<file path="src/rtl/sect_fifo_pkg.sv">
package sect_fifo_pkg;

  // Fill level after one cycle: +1 for an accepted write, -1 for an accepted read.
  function automatic int unsigned step_fill(int unsigned fill, logic inc, logic dec);
    int unsigned r;
    r = fill;
    if (inc && !dec) r = fill + 1;
    if (dec && !inc) r = fill - 1;
    return r;
  endfunction

  // Low-watermark rule: data available once the fill reaches the level.
  function automatic logic reached(int unsigned fill, int unsigned lvl);
    return fill >= lvl;
  endfunction

  // High-watermark rule: space flag stays only while below the level.
  function automatic logic below(int unsigned fill, int unsigned lvl);
    return fill < lvl;
  endfunction

  // Pointer advance with wrap at the last slot.
  function automatic int unsigned wrap_inc(int unsigned ptr, int unsigned depth);
    return (ptr == depth - 1) ? 0 : ptr + 1;
  endfunction

endpackage

</file>
<file path="src/rtl/sect_fifo_mem.sv">
module sect_fifo_mem #(
  parameter int WORD_W = 32,
  parameter int DEPTH  = 64,
  parameter int PTR_W  = $clog2(DEPTH)
) (
  input  logic              clk,
  input  logic              we,
  input  logic [PTR_W-1:0]  waddr,
  input  logic [WORD_W-1:0] wdata,
  input  logic [PTR_W-1:0]  raddr,
  output logic [WORD_W-1:0] rdata
);

  logic [WORD_W-1:0] slots [DEPTH];

  always_ff @(posedge clk) begin
    if (we) slots[waddr] <= wdata;
  end

  // Show-ahead read: the oldest word is visible without a request.
  assign rdata = slots[raddr];

endmodule

</file>
<file path="src/rtl/sect_fifo_ctrl.sv">
module sect_fifo_ctrl #(
  parameter int DEPTH = 64,
  parameter int PTR_W = $clog2(DEPTH),
  parameter int CNT_W = $clog2(DEPTH + 1)
) (
  input  logic             clk,
  input  logic             rst_n,
  input  logic             wr_valid,
  input  logic             rd_ready,
  input  logic             full_q,
  input  logic             empty_q,
  output logic             wr_fire,
  output logic             rd_fire,
  output logic             wr_drop,
  output logic             rd_bad,
  output logic [PTR_W-1:0] wr_ptr,
  output logic [PTR_W-1:0] rd_ptr,
  output logic [CNT_W-1:0] fill_q,
  output logic [CNT_W-1:0] fill_nxt,
  output logic             ovf_q,
  output logic             unf_q
);

  logic [PTR_W-1:0] wr_ptr_inc;
  logic [PTR_W-1:0] rd_ptr_inc;

  // Accept/reject decisions use the registered flags only.
  assign wr_fire = wr_valid && !full_q;
  assign wr_drop = wr_valid &&  full_q;
  assign rd_fire = rd_ready && !empty_q;
  assign rd_bad  = rd_ready &&  empty_q;

  // Pointer wrap: a power-of-two depth wraps by width, any other depth by compare.
  generate
    if ((DEPTH & (DEPTH - 1)) == 0) begin : g_pow2
      assign wr_ptr_inc = wr_ptr + 1'b1;
      assign rd_ptr_inc = rd_ptr + 1'b1;
    end else begin : g_any
      assign wr_ptr_inc = PTR_W'(sect_fifo_pkg::wrap_inc(int'(wr_ptr), DEPTH));
      assign rd_ptr_inc = PTR_W'(sect_fifo_pkg::wrap_inc(int'(rd_ptr), DEPTH));
    end
  endgenerate

  assign fill_nxt = CNT_W'(sect_fifo_pkg::step_fill(int'(fill_q), wr_fire, rd_fire));

  always_ff @(posedge clk) begin
    if (!rst_n) begin
      wr_ptr <= '0;
      rd_ptr <= '0;
      fill_q <= '0;
      ovf_q  <= 1'b0;
      unf_q  <= 1'b0;
    end else begin
      if (wr_fire) wr_ptr <= wr_ptr_inc;
      if (rd_fire) rd_ptr <= rd_ptr_inc;
      fill_q <= fill_nxt;
      if (wr_drop) ovf_q <= 1'b1;
      if (rd_bad)  unf_q <= 1'b1;
    end
  end

endmodule

</file>
<file path="src/rtl/sect_fifo_flags.sv">
module sect_fifo_flags #(
  parameter int DEPTH    = 64,
  parameter int AF_GAP   = 4,
  parameter int AE_LEVEL = 4,
  parameter int CNT_W    = $clog2(DEPTH + 1)
) (
  input  logic             clk,
  input  logic             rst_n,
  input  logic [CNT_W-1:0] fill_nxt,
  input  logic [CNT_W-1:0] cfg_avail_lvl,
  input  logic [CNT_W-1:0] cfg_space_lvl,
  output logic             full_q,
  output logic             empty_q,
  output logic             afull_q,
  output logic             aempty_q,
  output logic             avail_q,
  output logic             space_q
);

  localparam int AF_LVL = DEPTH - AF_GAP;

  logic full_d, empty_d, afull_d, aempty_d, avail_d, space_d;

  always_comb begin
    full_d   = sect_fifo_pkg::reached(int'(fill_nxt), DEPTH);
    empty_d  = !sect_fifo_pkg::reached(int'(fill_nxt), 1);
    afull_d  = sect_fifo_pkg::reached(int'(fill_nxt), AF_LVL);
    aempty_d = sect_fifo_pkg::below(int'(fill_nxt), AE_LEVEL + 1);
    avail_d  = sect_fifo_pkg::reached(int'(fill_nxt), int'(cfg_avail_lvl));
    space_d  = sect_fifo_pkg::below(int'(fill_nxt), int'(cfg_space_lvl));
  end

  always_ff @(posedge clk) begin
    if (!rst_n) begin
      full_q   <= 1'b0;
      empty_q  <= 1'b1;
      afull_q  <= 1'b0;
      aempty_q <= 1'b1;
      avail_q  <= 1'b0;
      space_q  <= 1'b1;
    end else begin
      full_q   <= full_d;
      empty_q  <= empty_d;
      afull_q  <= afull_d;
      aempty_q <= aempty_d;
      avail_q  <= avail_d;
      space_q  <= space_d;
    end
  end

endmodule

</file>
<file path="src/rtl/sect_fifo.sv">
module sect_fifo #(
  parameter int WORD_W   = 32,
  parameter int DEPTH    = 64,
  parameter int AF_GAP   = 4,
  parameter int AE_LEVEL = 4,
  localparam int PTR_W   = $clog2(DEPTH),
  localparam int CNT_W   = $clog2(DEPTH + 1)
) (
  input  logic              clk,
  input  logic              rst_n,
  input  logic              wr_valid,
  input  logic [WORD_W-1:0] wr_data,
  output logic              wr_ready,
  input  logic              rd_ready,
  output logic              rd_valid,
  output logic [WORD_W-1:0] rd_data,
  input  logic [CNT_W-1:0]  cfg_avail_lvl,
  input  logic [CNT_W-1:0]  cfg_space_lvl,
  output logic              full,
  output logic              empty,
  output logic              almost_full,
  output logic              almost_empty,
  output logic              sect_avail,
  output logic              sect_space,
  output logic              overflow,
  output logic              underflow
);

  // Named internal events, also used by the bound checker.
  logic             wr_fire, rd_fire, wr_drop, rd_bad;
  logic [PTR_W-1:0] wr_ptr, rd_ptr;
  logic [CNT_W-1:0] fill_q, fill_nxt;

  sect_fifo_ctrl #(.DEPTH(DEPTH), .PTR_W(PTR_W), .CNT_W(CNT_W)) u_ctrl (
    .clk      (clk),
    .rst_n    (rst_n),
    .wr_valid (wr_valid),
    .rd_ready (rd_ready),
    .full_q   (full),
    .empty_q  (empty),
    .wr_fire  (wr_fire),
    .rd_fire  (rd_fire),
    .wr_drop  (wr_drop),
    .rd_bad   (rd_bad),
    .wr_ptr   (wr_ptr),
    .rd_ptr   (rd_ptr),
    .fill_q   (fill_q),
    .fill_nxt (fill_nxt),
    .ovf_q    (overflow),
    .unf_q    (underflow)
  );

  sect_fifo_mem #(.WORD_W(WORD_W), .DEPTH(DEPTH), .PTR_W(PTR_W)) u_mem (
    .clk   (clk),
    .we    (wr_fire),
    .waddr (wr_ptr),
    .wdata (wr_data),
    .raddr (rd_ptr),
    .rdata (rd_data)
  );

  sect_fifo_flags #(.DEPTH(DEPTH), .AF_GAP(AF_GAP), .AE_LEVEL(AE_LEVEL), .CNT_W(CNT_W)) u_flags (
    .clk           (clk),
    .rst_n         (rst_n),
    .fill_nxt      (fill_nxt),
    .cfg_avail_lvl (cfg_avail_lvl),
    .cfg_space_lvl (cfg_space_lvl),
    .full_q        (full),
    .empty_q       (empty),
    .afull_q       (almost_full),
    .aempty_q      (almost_empty),
    .avail_q       (sect_avail),
    .space_q       (sect_space)
  );

  assign wr_ready = !full;
  assign rd_valid = !empty;

endmodule

</file>
<file path="config.mk">
export PLATFORM = sky130hd
export DESIGN_NAME = sect_fifo
export DESIGN_NICKNAME = d
export VERILOG_FILES = /design/src/rtl/sect_fifo_pkg.sv /design/src/rtl/sect_fifo_mem.sv /design/src/rtl/sect_fifo_ctrl.sv /design/src/rtl/sect_fifo_flags.sv /design/src/rtl/sect_fifo.sv
export SDC_FILE = /design/constraint.sdc
export NUM_CORES = 2
export LEC_CHECK = 0
export BUFFER_PORTS_ARGS = -buffer_cell sky130_fd_sc_hd__buf_2
export CORE_UTILIZATION = 55
export CTS_CLUSTER_DIAMETER = 30
export CTS_CLUSTER_SIZE = 20
export DETAILED_ROUTE_END_ITERATION = 10
export PLACE_DENSITY = 0.74
export SYNTH_ARGS = -nofsm -noshare
export SYNTH_HDL_FRONTEND = slang
export SYNTH_SLANG_ARGS = --single-unit
</file>
<file path="constraint.sdc">
create_clock -name clk -period 4.4 [get_ports clk]
set_clock_uncertainty 0.15 [all_clocks]
set_input_delay 0.66 -clock clk [delete_from_list [all_inputs] [get_ports clk]]
set_output_delay 0.66 -clock clk [all_outputs]
set_load 0.05 [all_outputs]
</file>
# Yosys cells after proc, flatten, opt, wreduce, memory -nomap -nowiden
# Memory sizes are Yosys's and may differ from the RTL's. A register that Yosys moved wholly into a read port is not among the register bits.
# Index checks and enable logic that the tools add are counted.
# W data, S select, Z words.
[op_classes]
add_sub_neg = 4
n_lt_le_gt_ge = 6
mux = 6
n_reduce_logical = 11
[op_table]
columns = ["op", "n"]
rows = [
  ["$mux W7", 2],
  ["$add A6 B1 Y6 const B", 2],
  ["$mux W6", 2],
  ["$add A7 B1 Y7 const B", 1],
  ["$ge A7 B1 Y1 const B", 1],
  ["$ge A7 B6 Y1 const B", 1],
  ["$ge A7 B7 Y1", 1],
  ["$ge A7 B7 Y1 const B", 1],
  ["$lt A7 B3 Y1 const B", 1],
  ["$lt A7 B7 Y1", 1],
  ["$sub A7 B1 Y7 const B", 1],
  ["$logic_and A1 B1 Y1", 6],
  ["$logic_not A1 Y1", 5],
  ["$mux W1", 2],
]
[word_totals]
ff_bits = 27
mem_bits_rw = 2048
n_memories = 1
[memory_table]
columns = ["memory", "depth", "word_bits", "read_ports", "rd_ports_with_merged_regs", "wr", "line_no", "text"]
rows = [
  ["u_mem.slots", 64, 32, 1, 1, 1, "sect_fifo_mem.sv:14", "logic [WORD_W-1:0] slots [DEPTH];"],
]

# Depth between registers and ports, before layout
[depth]
word_depth = 8
depth_mapped = 11
mapped_depth_nobuf = 11

# Hierarchy
# A second synthesis with hierarchy kept.
[unflattened]
cells_unflattened = 3479
area_unflattened_um2 = 79530.0
[by_module_without_submodules]
columns = ["module", "instances", "cells_per_inst", "area_per_inst_um2", "seq_area_each_um2"]
rows = [
  ["sect_fifo_mem", 1, 3292, 77874.7, 61499.0],
  ["sect_fifo_ctrl", 1, 123, 1143.6, 420.4],
  ["sect_fifo_flags", 1, 62, 504.2, 120.1],
  ["sect_fifo", 1, 2, 7.5, 0.0],
]

# Least setup slack after synthesis
# No wires, ideal clock.
[synth_path]
path_kind = "in2reg"
startpoint = "input wr_valid"
endpoint = "memory u_mem.slots[49][0] (enable)"
setup_ns = 0.461
t_arrival_ns = 3.561
required_time_ns = 3.789
path_slack_ns = 0.228
cell_stages = 6
path_cell_list = "nor2b_1 -> buf_6 -> and2_1 -> clkbuf_1 -> nand2_1 -> nor3_1"
[synth_via]
elab_chain_len = 3
[synth_lines]
columns = ["element", "line_no", "text"]
rows = [
  ["from (decl)", "sect_fifo.sv:11", "input logic wr_valid,"],
  ["$logic_and A1 B1 Y1", "sect_fifo_ctrl.sv:28", "assign wr_fire = wr_valid && !full_q;"],
  ["$mux W1", "sect_fifo_mem.sv:17", "if (we) slots[waddr] <= wdata;"],
  ["$mux W1 (implied by the code)", "sect_fifo_mem.sv:17", ""],
  ["to (decl)", "sect_fifo_mem.sv:14", ""],
]
# Every way passes these cells.

==> metrics.cfg <==
[sta]
final_hold_viol_count = 0
fin_crit_sh_pct = 101
fmax_mhz = 225
maxSlewViolCount = 0
setup-tns-final_ns = -0.0911
setup_slack_ns = -0.0346
max_slew_margin_pct = 9.09
period_needed_ns = 4.43
setup_violations = 5
worst_pin_slew_ns = 1.36
rsz0062_at_grt = yes

[drt]
drt_wl_total_um = 230000
wl_met3_um = 26700
drt_iter0_drc = 6394
wire_per_inst_um = 37.1
vias = 42961
top_layer_used = met5
viasPerCell = 6.95
dr.pass1.iters = 6
drc = 0
drtAntennaViolNets = 0
wl_met1_um = 75600
wl_met2_um = 112000

[global_route]
grt_pass1_wl_um = 317000
grt_max_degree = 65
grt_overflow_total = 0
grt_pass1_vias = 44462
antenna_found_initial = 9
globalRouteTotalUtil_pct = 30.9

[synthesis]
synth_top_area_share_pct = 77.4
ys.warnings.count = 0
synth_edf_count = 2048
synth_cells = 3483
syn-num-nets = 3550
yosysTopAreaCell = edfxtp_1
synth.distinct_cells = 55
ys_ff_latch = 2080
ys.flop_type = edfxtp_1
avgSynthCellArea_um2 = 22.8
ys_async_sr_fraction_pct = 0
ys_seq_area_share_pct = 78.2
yosys-top-cells-area = edfxtp_1, mux4_2, mux2i_1, dfxtp_1, a221oi_1
netlist_area_mm2 = 0.0795

[power]
vdd_ir_drop_max_mv = 0.517
p_per_area_mw_per_mm2 = 573
leakage_nw = 30.8
power.total_mw = 55.9

[cts]
cts_tree = yes
cts_root_buffer = clkbuf_16
path_clk_slew_ns = 0.06
cts_sinks = 2080
numCtsBuffers = 352
h-tree-depth = 5
clkLatencyLatePin_ns = 0.93
clk_path_buf_depth = 4

[setup_path]
cp.required_ns = 3.59
criticalPathCategory = flip-flop to primary output
cp-end-kind = primary output
crit_fanout = 7
crit_path_start_kind = flip-flop
cp.arrival_ns = 3.62

[cells_and_area]
num-nets-final = 4065
drive_gt1_share_pct = 37.9
final_cell_mix = edfxtp_1, mux4_2, clkbuf_16
layout_commonest_cell = edfxtp_1
area_growth_pct = 22.7

[floorplanning]
core-area_mm2 = 0.143
dieArea_mm2 = 0.146
rows = 139
pin_count = 92
die-height_um = 382
die_w_um = 382
start_util_pct = 55.4

[hold_path]
hp-class = input port to flip-flop

[flow_run]
maxCapViolations = 0

[placed_design]
place_worst_setup_slack_ns = 0.135
port_buffers = 91
place_congestion = 0.808
hpwl_um = 106000

[outcome]
status = finished, violations left
failed_checks = negative setup slack

routing by layer:
| layer | vias to the layer above | track usage [%] |
|---|---|---|
| li1 | 16067 | - |
| met1 | 22214 | 38.7 |
| met2 | 3905 | 49.4 |
| met3 | 773 | 7.55 |
| met4 | 2 | 17.7 |
| met5 | - | 0 |
Yosys cell counts (17+ instances only):
master,count
buf_4,38
ha_1,17
o22ai_1,35
nor3_1,17
buf_2,50
mux4_2,512
clkbuf_1,80
a21oi_1,72
nor2b_1,17
edfxtp_1,2048
o21ai_0,40
mux2i_1,104
a221oi_1,49
inv_1,18
o221ai_1,39
nand2_1,32
dfxtp_1,32
and2_1,17
nor2_1,100
a22o_1,32
final timing paths:
kind | start | depth (start not counted) | slack, ns | end
worst max-delay path | flip-flop | 8 | -0.03 | rd_data[29]
worst min-delay path | wr_data[24] | 1 | 0.06 | u_mem.slots[1][24]
worst max register to register | u_ctrl.fill_q[6] | 6 | 1.12 | u_mem.slots[30][30]
worst min register to register | u_ctrl.ovf_q | 2 | 0.34 | u_ctrl.ovf_q
cell families after synthesis:
logic type,count (synthesis),synth area share (%)
flip-flops,2080,78.2
buffers and inverters,211,1.35
AND/OR/NAND/NOR,226,1.37
adder cells (fa/ha/maj),17,0.268
AO/OA/AOI/OAI,320,2.85
multiplexers,616,15.8
XOR/XNOR,13,0.143
sequential cells by signal (all words and copies together), names as in the netlist, named ones only:
name / flops
u_flags.aempty_q: 1
u_ctrl.ovf_q: 1
u_ctrl.unf_q: 1
u_ctrl.rd_ptr: 6
u_ctrl.fill_q: 7
u_flags.space_q: 1
u_ctrl.wr_ptr: 6
u_flags.avail_q: 1
u_flags.afull_q: 1
u_mem.slots: 2048
u_flags.empty_q: 1
worst max-delay path, cell delays in order, from the launching register on:
cell	delay, ns
dfxtp_4	0.41
buf_12	0.20
buf_16	0.17
buf_4	0.18
mux4_2	0.56
a2111oi_2	0.47
a211oi_1	0.16
o211a_1	0.30
buf_4	0.21
where the power goes:
part	switching [mW]	total, mW	internal [mW]
clock network	9.99	27.6	17.6
logic	3.28	6.25	2.97
registers	0.0789	22.0	21.9
area by class of cell:
type,instances,area (µm²)
Clock inverter,241,2730
Timing Repair Buffer,354,3660
Tap cell,1903,2380
Multi-Input combinational cell,1192,17400
Sequential cell,2080,62200
Fill cell,8144,46000
Antenna cell,7,17.5
Clock buffer,385,9120
Inverter,18,67.6
repair_timing:
action,CTS,global route
gates resized for setup,113,93
setup buffers,20,22
endpoints found under the setup margin,32,30
hold buffers,3,0
pin swaps,6,17
hold endpoints to repair,3,0
cloned,9,5
metrics by stage:
| stage | utilization [%] | instance area (µm²) | hold WS, ns | cells |
|---|---|---|---|---|
| after floorplan | - | 79500 | 0.320 | 3483 |
| after detailed placement | 58.5 | 83900 | 0.332 | 5492 |
| after global routing | 67.9 | 97500 | 0.0397 | 6176 |
| final | 68.0 | 97500 | 0.0635 | 6180 |
| after global placement | 58.5 | 83900 | 0.322 | 5492 |
| after CTS | 67.5 | 96800 | 0.0128 | 6150 |
No activity file was read; power rests on OpenSTA's default activity.
